File: config.mk
export PLATFORM = sky130hd
export DESIGN_NAME = div_restore_sm
export DESIGN_NICKNAME = d
export VERILOG_FILES = /design/src/rtl/div_restore_pkg.sv /design/src/rtl/div_precheck.sv /design/src/rtl/div_step.sv /design/src/rtl/div_finish.sv /design/src/rtl/div_restore_sm.sv
export SDC_FILE = /design/constraint.sdc
export NUM_CORES = 1
export LEC_CHECK = 0
export BUFFER_PORTS_ARGS = -buffer_cell sky130_fd_sc_hd__buf_4
export CORE_ASPECT_RATIO = 0.7
export CORE_MARGIN = 3
export CORE_UTILIZATION = 54
export DETAILED_ROUTE_END_ITERATION = 6
export PLACE_DENSITY_LB_ADDON = 0.15
export SETUP_SLACK_MARGIN = 0.2
export SYNTH_ARGS = -nofsm -noshare
export SYNTH_HDL_FRONTEND = slang
export SYNTH_HIERARCHICAL = 1
export SYNTH_SLANG_ARGS = --single-unit
File: constraint.sdc
create_clock -name clk -period 4.1 [get_ports clk]
set_input_delay 0.41 -clock clk [delete_from_list [all_inputs] [get_ports clk]]
set_output_delay 0.41 -clock clk [all_outputs]
set_load 0.05 [all_outputs]
File: src/rtl/div_restore_pkg.sv
package div_restore_pkg;
   typedef enum logic [1:0] {
      ST_IDLE  = 2'd0,
      ST_CHECK = 2'd1,
      ST_ITER  = 2'd2,
      ST_FIN   = 2'd3
   } div_state_t;
endpackage

File: src/rtl/div_precheck.sv
module div_precheck #(
   parameter int N = 8
) (
   input  logic [N-1:0] hi_i,
   input  logic [N-1:0] lo_i,
   input  logic [N-1:0] dvs_i,
   output logic         dz_o,
   output logic         ovf_o,
   output logic         zro_o
);
   // Priority: zero divisor, then overflow, then trivially zero result
   always_comb begin
      dz_o  = (dvs_i == '0);
      ovf_o = !dz_o && (hi_i >= dvs_i);
      zro_o = !dz_o && !ovf_o && (hi_i == '0) && (lo_i < dvs_i);
   end
endmodule

File: src/rtl/div_step.sv
module div_step #(
   parameter int N = 8
) (
   input  logic [N-1:0] hi_i,
   input  logic [N-1:0] lo_i,
   input  logic [N-1:0] dvs_i,
   output logic [N-1:0] hi_o,
   output logic [N-1:0] lo_o
);
   localparam int W = N + 1;
   logic [W-1:0] shifted;
   logic [W-1:0] trial;
   logic         qbit;

   always_comb begin
      shifted = {hi_i, lo_i[N-1]};
      trial   = shifted - {1'b0, dvs_i};
      qbit    = !trial[W-1];
      hi_o    = qbit ? trial[N-1:0] : shifted[N-1:0];
      lo_o    = {lo_i[N-2:0], qbit};
   end
endmodule

File: src/rtl/div_finish.sv
module div_finish #(
   parameter int N        = 8,
   parameter bit ROUND_EN = 1'b1
) (
   input  logic [N-1:0] qmag_i,
   input  logic [N-1:0] rem_i,
   input  logic [N-1:0] dvs_i,
   input  logic         sign_i,
   output logic [N+1:0] quo_o
);
   localparam int QW = N + 2;
   logic          bump;
   logic [QW-1:0] mag;

   generate
      if (ROUND_EN) begin : g_round
         assign bump = ({rem_i, 1'b0} >= {1'b0, dvs_i});
      end else begin : g_trunc
         assign bump = 1'b0;
      end
   endgenerate

   always_comb begin
      mag   = {2'b00, qmag_i} + QW'(bump);
      quo_o = sign_i ? (~mag + QW'(1)) : mag;
   end
endmodule

File: src/rtl/div_restore_sm.sv
module div_restore_sm
   import div_restore_pkg::*;
#(
   parameter int N        = 8,
   parameter bit ROUND_EN = 1'b1
) (
   input  logic           clk,
   input  logic           rst_n,
   input  logic           start_i,
   input  logic           dvd_sign_i,
   input  logic [2*N-1:0] dvd_mag_i,
   input  logic           dvs_sign_i,
   input  logic [N-1:0]   dvs_mag_i,
   output logic           busy_o,
   output logic           done_o,
   output logic [N+1:0]   quo_o,
   output logic           quo_sign_o,
   output logic [N-1:0]   rem_o,
   output logic           ovf_o,
   output logic           dz_o,
   output logic           zero_o
);
   localparam int CW = $clog2(N + 1);
   localparam int QW = N + 2;

   generate
      if (N < 2) begin : g_bad_n
         $error("div_restore_sm: N must be at least 2");
      end
   endgenerate

   div_state_t    state_r;
   logic [N-1:0]  hi_r, lo_r, dvs_r;
   logic          sgn_r;
   logic [CW-1:0] cnt_r;

   logic          pc_dz, pc_ovf, pc_zro;
   logic [N-1:0]  hi_nx, lo_nx;
   logic [QW-1:0] fin_quo;

   div_precheck #(.N(N)) u_precheck (
      .hi_i (hi_r), .lo_i (lo_r), .dvs_i (dvs_r),
      .dz_o (pc_dz), .ovf_o (pc_ovf), .zro_o (pc_zro)
   );

   div_step #(.N(N)) u_step (
      .hi_i (hi_r), .lo_i (lo_r), .dvs_i (dvs_r),
      .hi_o (hi_nx), .lo_o (lo_nx)
   );

   div_finish #(.N(N), .ROUND_EN(ROUND_EN)) u_finish (
      .qmag_i (lo_r), .rem_i (hi_r), .dvs_i (dvs_r),
      .sign_i (sgn_r), .quo_o (fin_quo)
   );

   always_ff @(posedge clk) begin
      if (!rst_n) begin
         state_r    <= ST_IDLE;
         hi_r       <= '0;
         lo_r       <= '0;
         dvs_r      <= '0;
         sgn_r      <= 1'b0;
         cnt_r      <= '0;
         done_o     <= 1'b0;
         quo_o      <= '0;
         quo_sign_o <= 1'b0;
         rem_o      <= '0;
         ovf_o      <= 1'b0;
         dz_o       <= 1'b0;
         zero_o     <= 1'b0;
      end else begin
         done_o <= 1'b0;
         unique case (state_r)
            ST_IDLE: begin
               if (start_i) begin
                  hi_r    <= dvd_mag_i[2*N-1:N];
                  lo_r    <= dvd_mag_i[N-1:0];
                  dvs_r   <= dvs_mag_i;
                  sgn_r   <= dvd_sign_i ^ dvs_sign_i;
                  state_r <= ST_CHECK;
               end
            end
            ST_CHECK: begin
               if (pc_dz || pc_ovf || pc_zro) begin
                  quo_o      <= '0;
                  rem_o      <= pc_zro ? lo_r : '0;
                  quo_sign_o <= sgn_r;
                  ovf_o      <= pc_ovf;
                  dz_o       <= pc_dz;
                  zero_o     <= pc_zro;
                  done_o     <= 1'b1;
                  state_r    <= ST_IDLE;
               end else begin
                  cnt_r   <= '0;
                  state_r <= ST_ITER;
               end
            end
            ST_ITER: begin
               hi_r  <= hi_nx;
               lo_r  <= lo_nx;
               cnt_r <= cnt_r + CW'(1);
               if (cnt_r == CW'(N - 1)) state_r <= ST_FIN;
            end
            ST_FIN: begin
               quo_o      <= fin_quo;
               rem_o      <= hi_r;
               quo_sign_o <= sgn_r;
               ovf_o      <= 1'b0;
               dz_o       <= 1'b0;
               zero_o     <= 1'b0;
               done_o     <= 1'b1;
               state_r    <= ST_IDLE;
            end
            default: state_r <= ST_IDLE;
         endcase
      end
   end

   assign busy_o = (state_r != ST_IDLE);
endmodule

# After elaboration in Yosys (flattened, before gate mapping)
# Cells that the tools add are included.
# totals
latch_bits	0
ff_bits	54
out_inout_bits	24
ram_bits	0
romBits	0
memories	0
# op_classes
n_reduce_logical	21
div_mod_pow	0
bitwise	2
order_cmp	3
multipliers	0
n_eq_ne	8
addsub	4
muxes	27
shift	0
# ops
operator	n
case mux 8 bit (2 select lines)	3
two-way mux 8 bit	5
two-way mux 10 bit	2
case mux 10 bit (2 select lines)	1
logical NOT 8 bit	2
adder 10 x 1 -> 10 bit, second input constant	1
inverter 10 bit	1
case mux 1 bit (2 select lines)	5
AND reduction 2 bit	5
adder 8 x 1 -> 9 bit	1
greater-or-equal comparator 9 x 8 -> 1 bit	1
subtractor 9 x 8 -> 9 bit	1
greater-or-equal comparator 8 bit	1
< comparator 8 bit	1
!= test 2 bit, second input constant	4
case mux 2 bit (4 select lines)	1
case mux 4 bit (2 select lines)	1
nonzero test 2 bit	4
two-way mux 2 bit	3
two-way mux 1 bit	5
adder 4 x 1 -> 4 bit, second input constant	1
== test 2 bit, second input constant	2
== test 4 x 3 -> 1 bit, second input constant	1
logical AND 1 bit	4
other kinds (6)	9

# Logic depth before layout (Yosys ltp)
# logic_depth
depth_word	10
depth_mapped	16

# Hierarchy
# Netlist, hierarchy kept.
# modules_own_cells
module	instances	cells_each	area_per_inst_um2
div_restore_sm	1	244	2208.4
div_finish	1	94	666.9
div_step	1	66	545.5
div_precheck	1	50	406.6

# Worst setup path after synthesis
# Ideal clock, no wire load.
# synth_path
kind	register to register
from	reg hi_r[0]
to	reg quo_o[9]
n_path_buf	1
path_slack_ps	1189
stages_incl_launch_ff	15
arrival_ps	2795
path_cell_list	dfxtp_1 > ha_1 > nor2b_1 > o21ai_0 > nand2b_1 > a211oi_1 > o21ai_0 > ha_1 > ha_1 > buf_2 > or2_0 > a211oi_1 > nor2_1 > o31a_1 > a22o_1
# synth_lines
item	line	text
start: declaration	div_restore_sm.sv:33	logic [N-1:0] hi_r, lo_r, dvs_r;
start signal: assignment	div_restore_sm.sv:76	hi_r <= dvd_mag_i[2*N-1:N];
start signal: assignment	div_restore_sm.sv:99	hi_r <= hi_nx;
greater-or-equal comparator 9 x 8 -> 1 bit	div_finish.sv:17	assign bump = ({rem_i, 1'b0} >= {1'b0, dvs_i});
adder 8 x 1 -> 9 bit	div_finish.sv:24	mag = {2'b00, qmag_i} + QW'(bump);
inverter 10 bit	div_finish.sv:25	quo_o = sign_i ? (~mag + QW'(1)) : mag;
adder 10 x 1 -> 10 bit	div_finish.sv:25	
two-way mux 10 bit	div_finish.sv:25	
net fin_quo[9]	div_restore_sm.sv:39	logic [QW-1:0] fin_quo;
case mux 10 bit (2 select lines)	div_restore_sm.sv:73	unique case (state_r)
end signal: assignment	div_restore_sm.sv:105	quo_o <= fin_quo;
end: declaration	div_restore_sm.sv:16	output logic [N+1:0] quo_o,
# The timed path passes the listed nets, and every way through them passes these cells.
# A chain may end at the register's enable or synchronous reset.

# Worst setup path in the final report
# layout_path
from	reg dvs_r[1]
to	reg quo_o[8]
# layout_lines
item	line	text
start: declaration	div_restore_sm.sv:33	
start signal: assignment	div_restore_sm.sv:78	dvs_r <= dvs_mag_i;
greater-or-equal comparator 9 x 8 -> 1 bit *	div_finish.sv:17	
adder 8 x 1 -> 9 bit *	div_finish.sv:24	
inverter 10 bit	div_finish.sv:25	
adder 10 x 1 -> 10 bit	div_finish.sv:25	
two-way mux 10 bit *	div_finish.sv:25	
net fin_quo[8]	div_restore_sm.sv:39	
case mux 10 bit (2 select lines) *	div_restore_sm.sv:73	
# Mark *: on every way through the listed nets, which the timed path passes. The rest lies on a longest branch.

==> key figures <==
Drt
  • Remaining DRCs: 0
  • Vias: 3355
  • Drt pass-1 iters: 5
  • Antenna-violating nets left: 0
  • Detailed-route wire length: approximately 9.4 mm
  • Initial DRC Count: 275
  • Post-DR vias/cell: 5.82
  • WL/cell: 16.3 um

Floorplan
  • Initial Utilization: 0.561
  • Die X: ~110 um
  • Core area: between 6000 and 7000 um2
  • Full die area: slightly above 8000 um2
  • # IOs: 53
  • Die height: 76.4 um
  • Rows: 25

Global routing
  • First-pass GRT wire length: 15.6 mm
  • Antenna violations before repair: 0
  • Vias in the first global route: ~3000
  • Gr usage total: 0.233
  • Largest net degree at the start of global routing: 31
  • Overflow after GRT: 0

Timing
  • Final clock skew: 0.00264 ns
  • Actual slew at the worst max-slew pin: 1.25 ns
  • Max Transition Viols Final: 0
  • Tmin final: approximately 3.3 ns
  • Final setup viols: 0
  • Final hold vios: 0
  • RSZ-0062 raised after global routing: no
  • Fin crit share: 0.793
  • Fmax: 308 MHz
  • Slew HR: 0.166
  • Total Neg Setup Slack: 0 ns

Clock tree
  • Worst skew pair latency: 0.32 ns
  • Clock-pin slew on the worst setup and hold paths: 0.11 ns
  • CTS buffer count: 5
  • Post-CTS sizing: 0
  • Clock Sinks: 54
  • CTS tree: yes
  • Post-CTS setup buffers: 0
  • Root buf cell: clkbuf_8
  • Hold buffers post-CTS: 0
  • Deepest clock path buffer count: 2
  • H-tree depth: 2

Synth
  • Avg Cell Area, Syn: 8.43 um2
  • Post-synthesis cell count: 454
  • Cell Area, Synth: around 3800 um2
  • Top-area cell type share of the netlist area: 0.282
  • Top cells by area, synth: dfxtp_1 (28%), ha_1 (11%), nand2_1 (4.0%)
  • Sequential share of the synthesized area: 0.282
  • Ys flop type: dfxtp_1
  • Post-synthesis cell type count: a little over 70
  • Post-Syn Nets: 518
  • Cell taking the most area after synthesis: dfxtp_1
  • Synthesis Warnings: 6
  • Number of synthesized register bits: 54
  • Post-synth ARST share: 0
  • EDFF count, synth: 0

Worst setup path
  • Reg2reg start: dvs_r[1]
  • Setup crit start: dvs_r[1]
  • Worst Path Arrival: 3.47 ns
  • Cells on worst reg2reg path: 15
  • Critical Path Fanout Max: 9
  • Crit path kind: reg2reg
  • CP Data Required Time: 4.32 ns
  • Critical Path End: quo_o[8]
  • RR Endpoint: quo_o[8]
  • Crit path launch type: flop
  • Crit end category: flop
  • Worst reg-to-reg setup slack: between 0.8 and 0.9 ns

Place
  • Port buffer count: 52
  • Gpl congestion: between 0.8 and 0.9
  • DP HPWL: 6.95 mm

Final layout
  • Share of post-route cells with drive strength above 1: 0.195
  • Fillers: approximately 640
  • Nets: 545
  • N_diodes: 0
  • Final core utilization: 0.623
  • Area delta synth->final: 10.9%

Outcome
  • Status: complete, no violations

Power and ir drop
  • Pleak: between 1.5 and 2 nW
  • Power per cell area: approximately 430 nW/um2
  • VDD IR max: 0.222 mV

Hold path
  • Type of the worst min-delay path: in2reg
  • Hold Path Cell Cnt: 3

Run
  • Maxcap violations: 0
[flip-flops by register name (all words and copies together), names as in the netlist, named ones only]
signal	flops
zero_o	1
done_o	1
quo_o	10
rem_o	8
quo_sign_o	1
hi_r	8
cnt_r	4
sgn_r	1
state_r	1
dvs_r	8
lo_r	8
dz_o	1
ovf_o	1
[how the worst min path moves through the flow]
stage	start	end	slack, ns
2_1_floorplan	cnt_r[0]	cnt_r[0]	0.45
3_3_place_gp	quo_sign_o	quo_sign_o	0.45
3_5_place_dp	quo_sign_o	quo_sign_o	0.46
4_1_cts	dvs_mag_i[7]	dvs_r[7]	0.32
5_1_grt	dvs_mag_i[5]	dvs_r[5]	0.33
6_report	dvs_mag_i[4]	dvs_r[4]	0.32
[worst max-delay path, cell delays in order, from the launching register on]
cell and delay, ns:
dfxtp_1 0.41, inv_1 0.06, ha_1 0.27, nor2b_1 0.11, o21ai_0 0.08, nand2b_1 0.08, a211oi_1 0.06, o21ai_0 0.21
ha_1 0.32, ha_1 0.39, nand3_1 0.20, nor2_1 0.35, a2bb2oi_1 0.16, o21ai_0 0.16, nand3_1 0.09, a22o_1 0.21
[report_power, final]
group / internal (mW) / switching [mW]
clock: 0.128 / 0.205
sequential: 0.577 / 0.0952
combinational: 0.345 / 0.456
total: 1.05 / 0.756
[layer usage]
| layer | wire [um] | share of wire | GRT usage | up-vias |
|---|---|---|---|---|
| met2 | 3870 | 0.41 | 0.325 | 124 |
| met1 | 4780 | 0.51 | 0.376 | 1540 |
| li1 | - | - | - | 1678 |
| met4 | 83 | 0.0088 | 0.0409 | 0 |
| met3 | 651 | 0.069 | 0.0356 | 13 |
| met5 | 0 | 0 | 0 | - |
[cell usage after synthesis, types with 3 or more instances]
cell type,count
nor2b_1,4
a31oi_1,24
a22o_1,12
clkbuf_1,13
xor2_1,5
xnor2_1,13
buf_6,4
mux2i_1,9
nor3_1,6
a211oi_1,12
o21ai_1,4
o221a_2,3
inv_1,30
buf_4,9
nand2b_1,8
nand4b_1,3
o21ai_0,24
nand4_1,4
dfxtp_1,54
a21oi_1,14
buf_2,6
mux2_2,7
nor2_1,34
nand3_1,8
o21a_1,3
nor3b_1,6
and3_1,8
ha_1,34
nand2_1,41
[kinds of logic after synthesis]
kind of cell | after synthesis | share of synthesized area
flops | 54 | 0.282
xor+xnor | 19 | 0.0484
mux | 18 | 0.0510
compound gates | 121 | 0.223
fa+ha+maj | 35 | 0.116
simple gates | 142 | 0.194
buf+inv | 65 | 0.0856
[area by class of cell]
cell class	count	area (um2)	area share
clock buffers	5	68.8	0.0162
clock inverters	3	28.8	0.00678
inverters	30	113	0.0265
multi-input cells	335	2420	0.571
flip-flops and latches	54	1080	0.255
well taps	94	118	0.0277
repair buffers	55	413	0.0973
[layout by cell type, fill, tap and decap left out, types with 9 or more instances in the layout]
| cell | n |
|---|---|
| a211oi_1 | 12 |
| a21oi_1 | 14 |
| a22o_1 | 12 |
| a31oi_1 | 24 |
| buf_4 | 55 |
| dfxtp_1 | 54 |
| ha_1 | 34 |
| inv_1 | 30 |
| mux2i_1 | 9 |
| nand2_1 | 41 |
| nor2_1 | 34 |
| o21ai_0 | 24 |
| xnor2_1 | 13 |
[metrics by stage]
stage          setup slack, ns  hold WS [ns]  total power, mW  std cells  instance area, um2
5_1_grt                  0.481         0.332             1.93        576                4250
6_report                 0.850         0.322             1.81        576                4250
4_1_cts                  0.867         0.321             1.80        576                4250
2_1_floorplan             1.19         0.448             1.31        454                3830
3_5_place_dp             0.901         0.459             1.47        568                4150
3_3_place_gp              1.01         0.449             1.46        568                4150
Power figures use the tool's default switching activity.
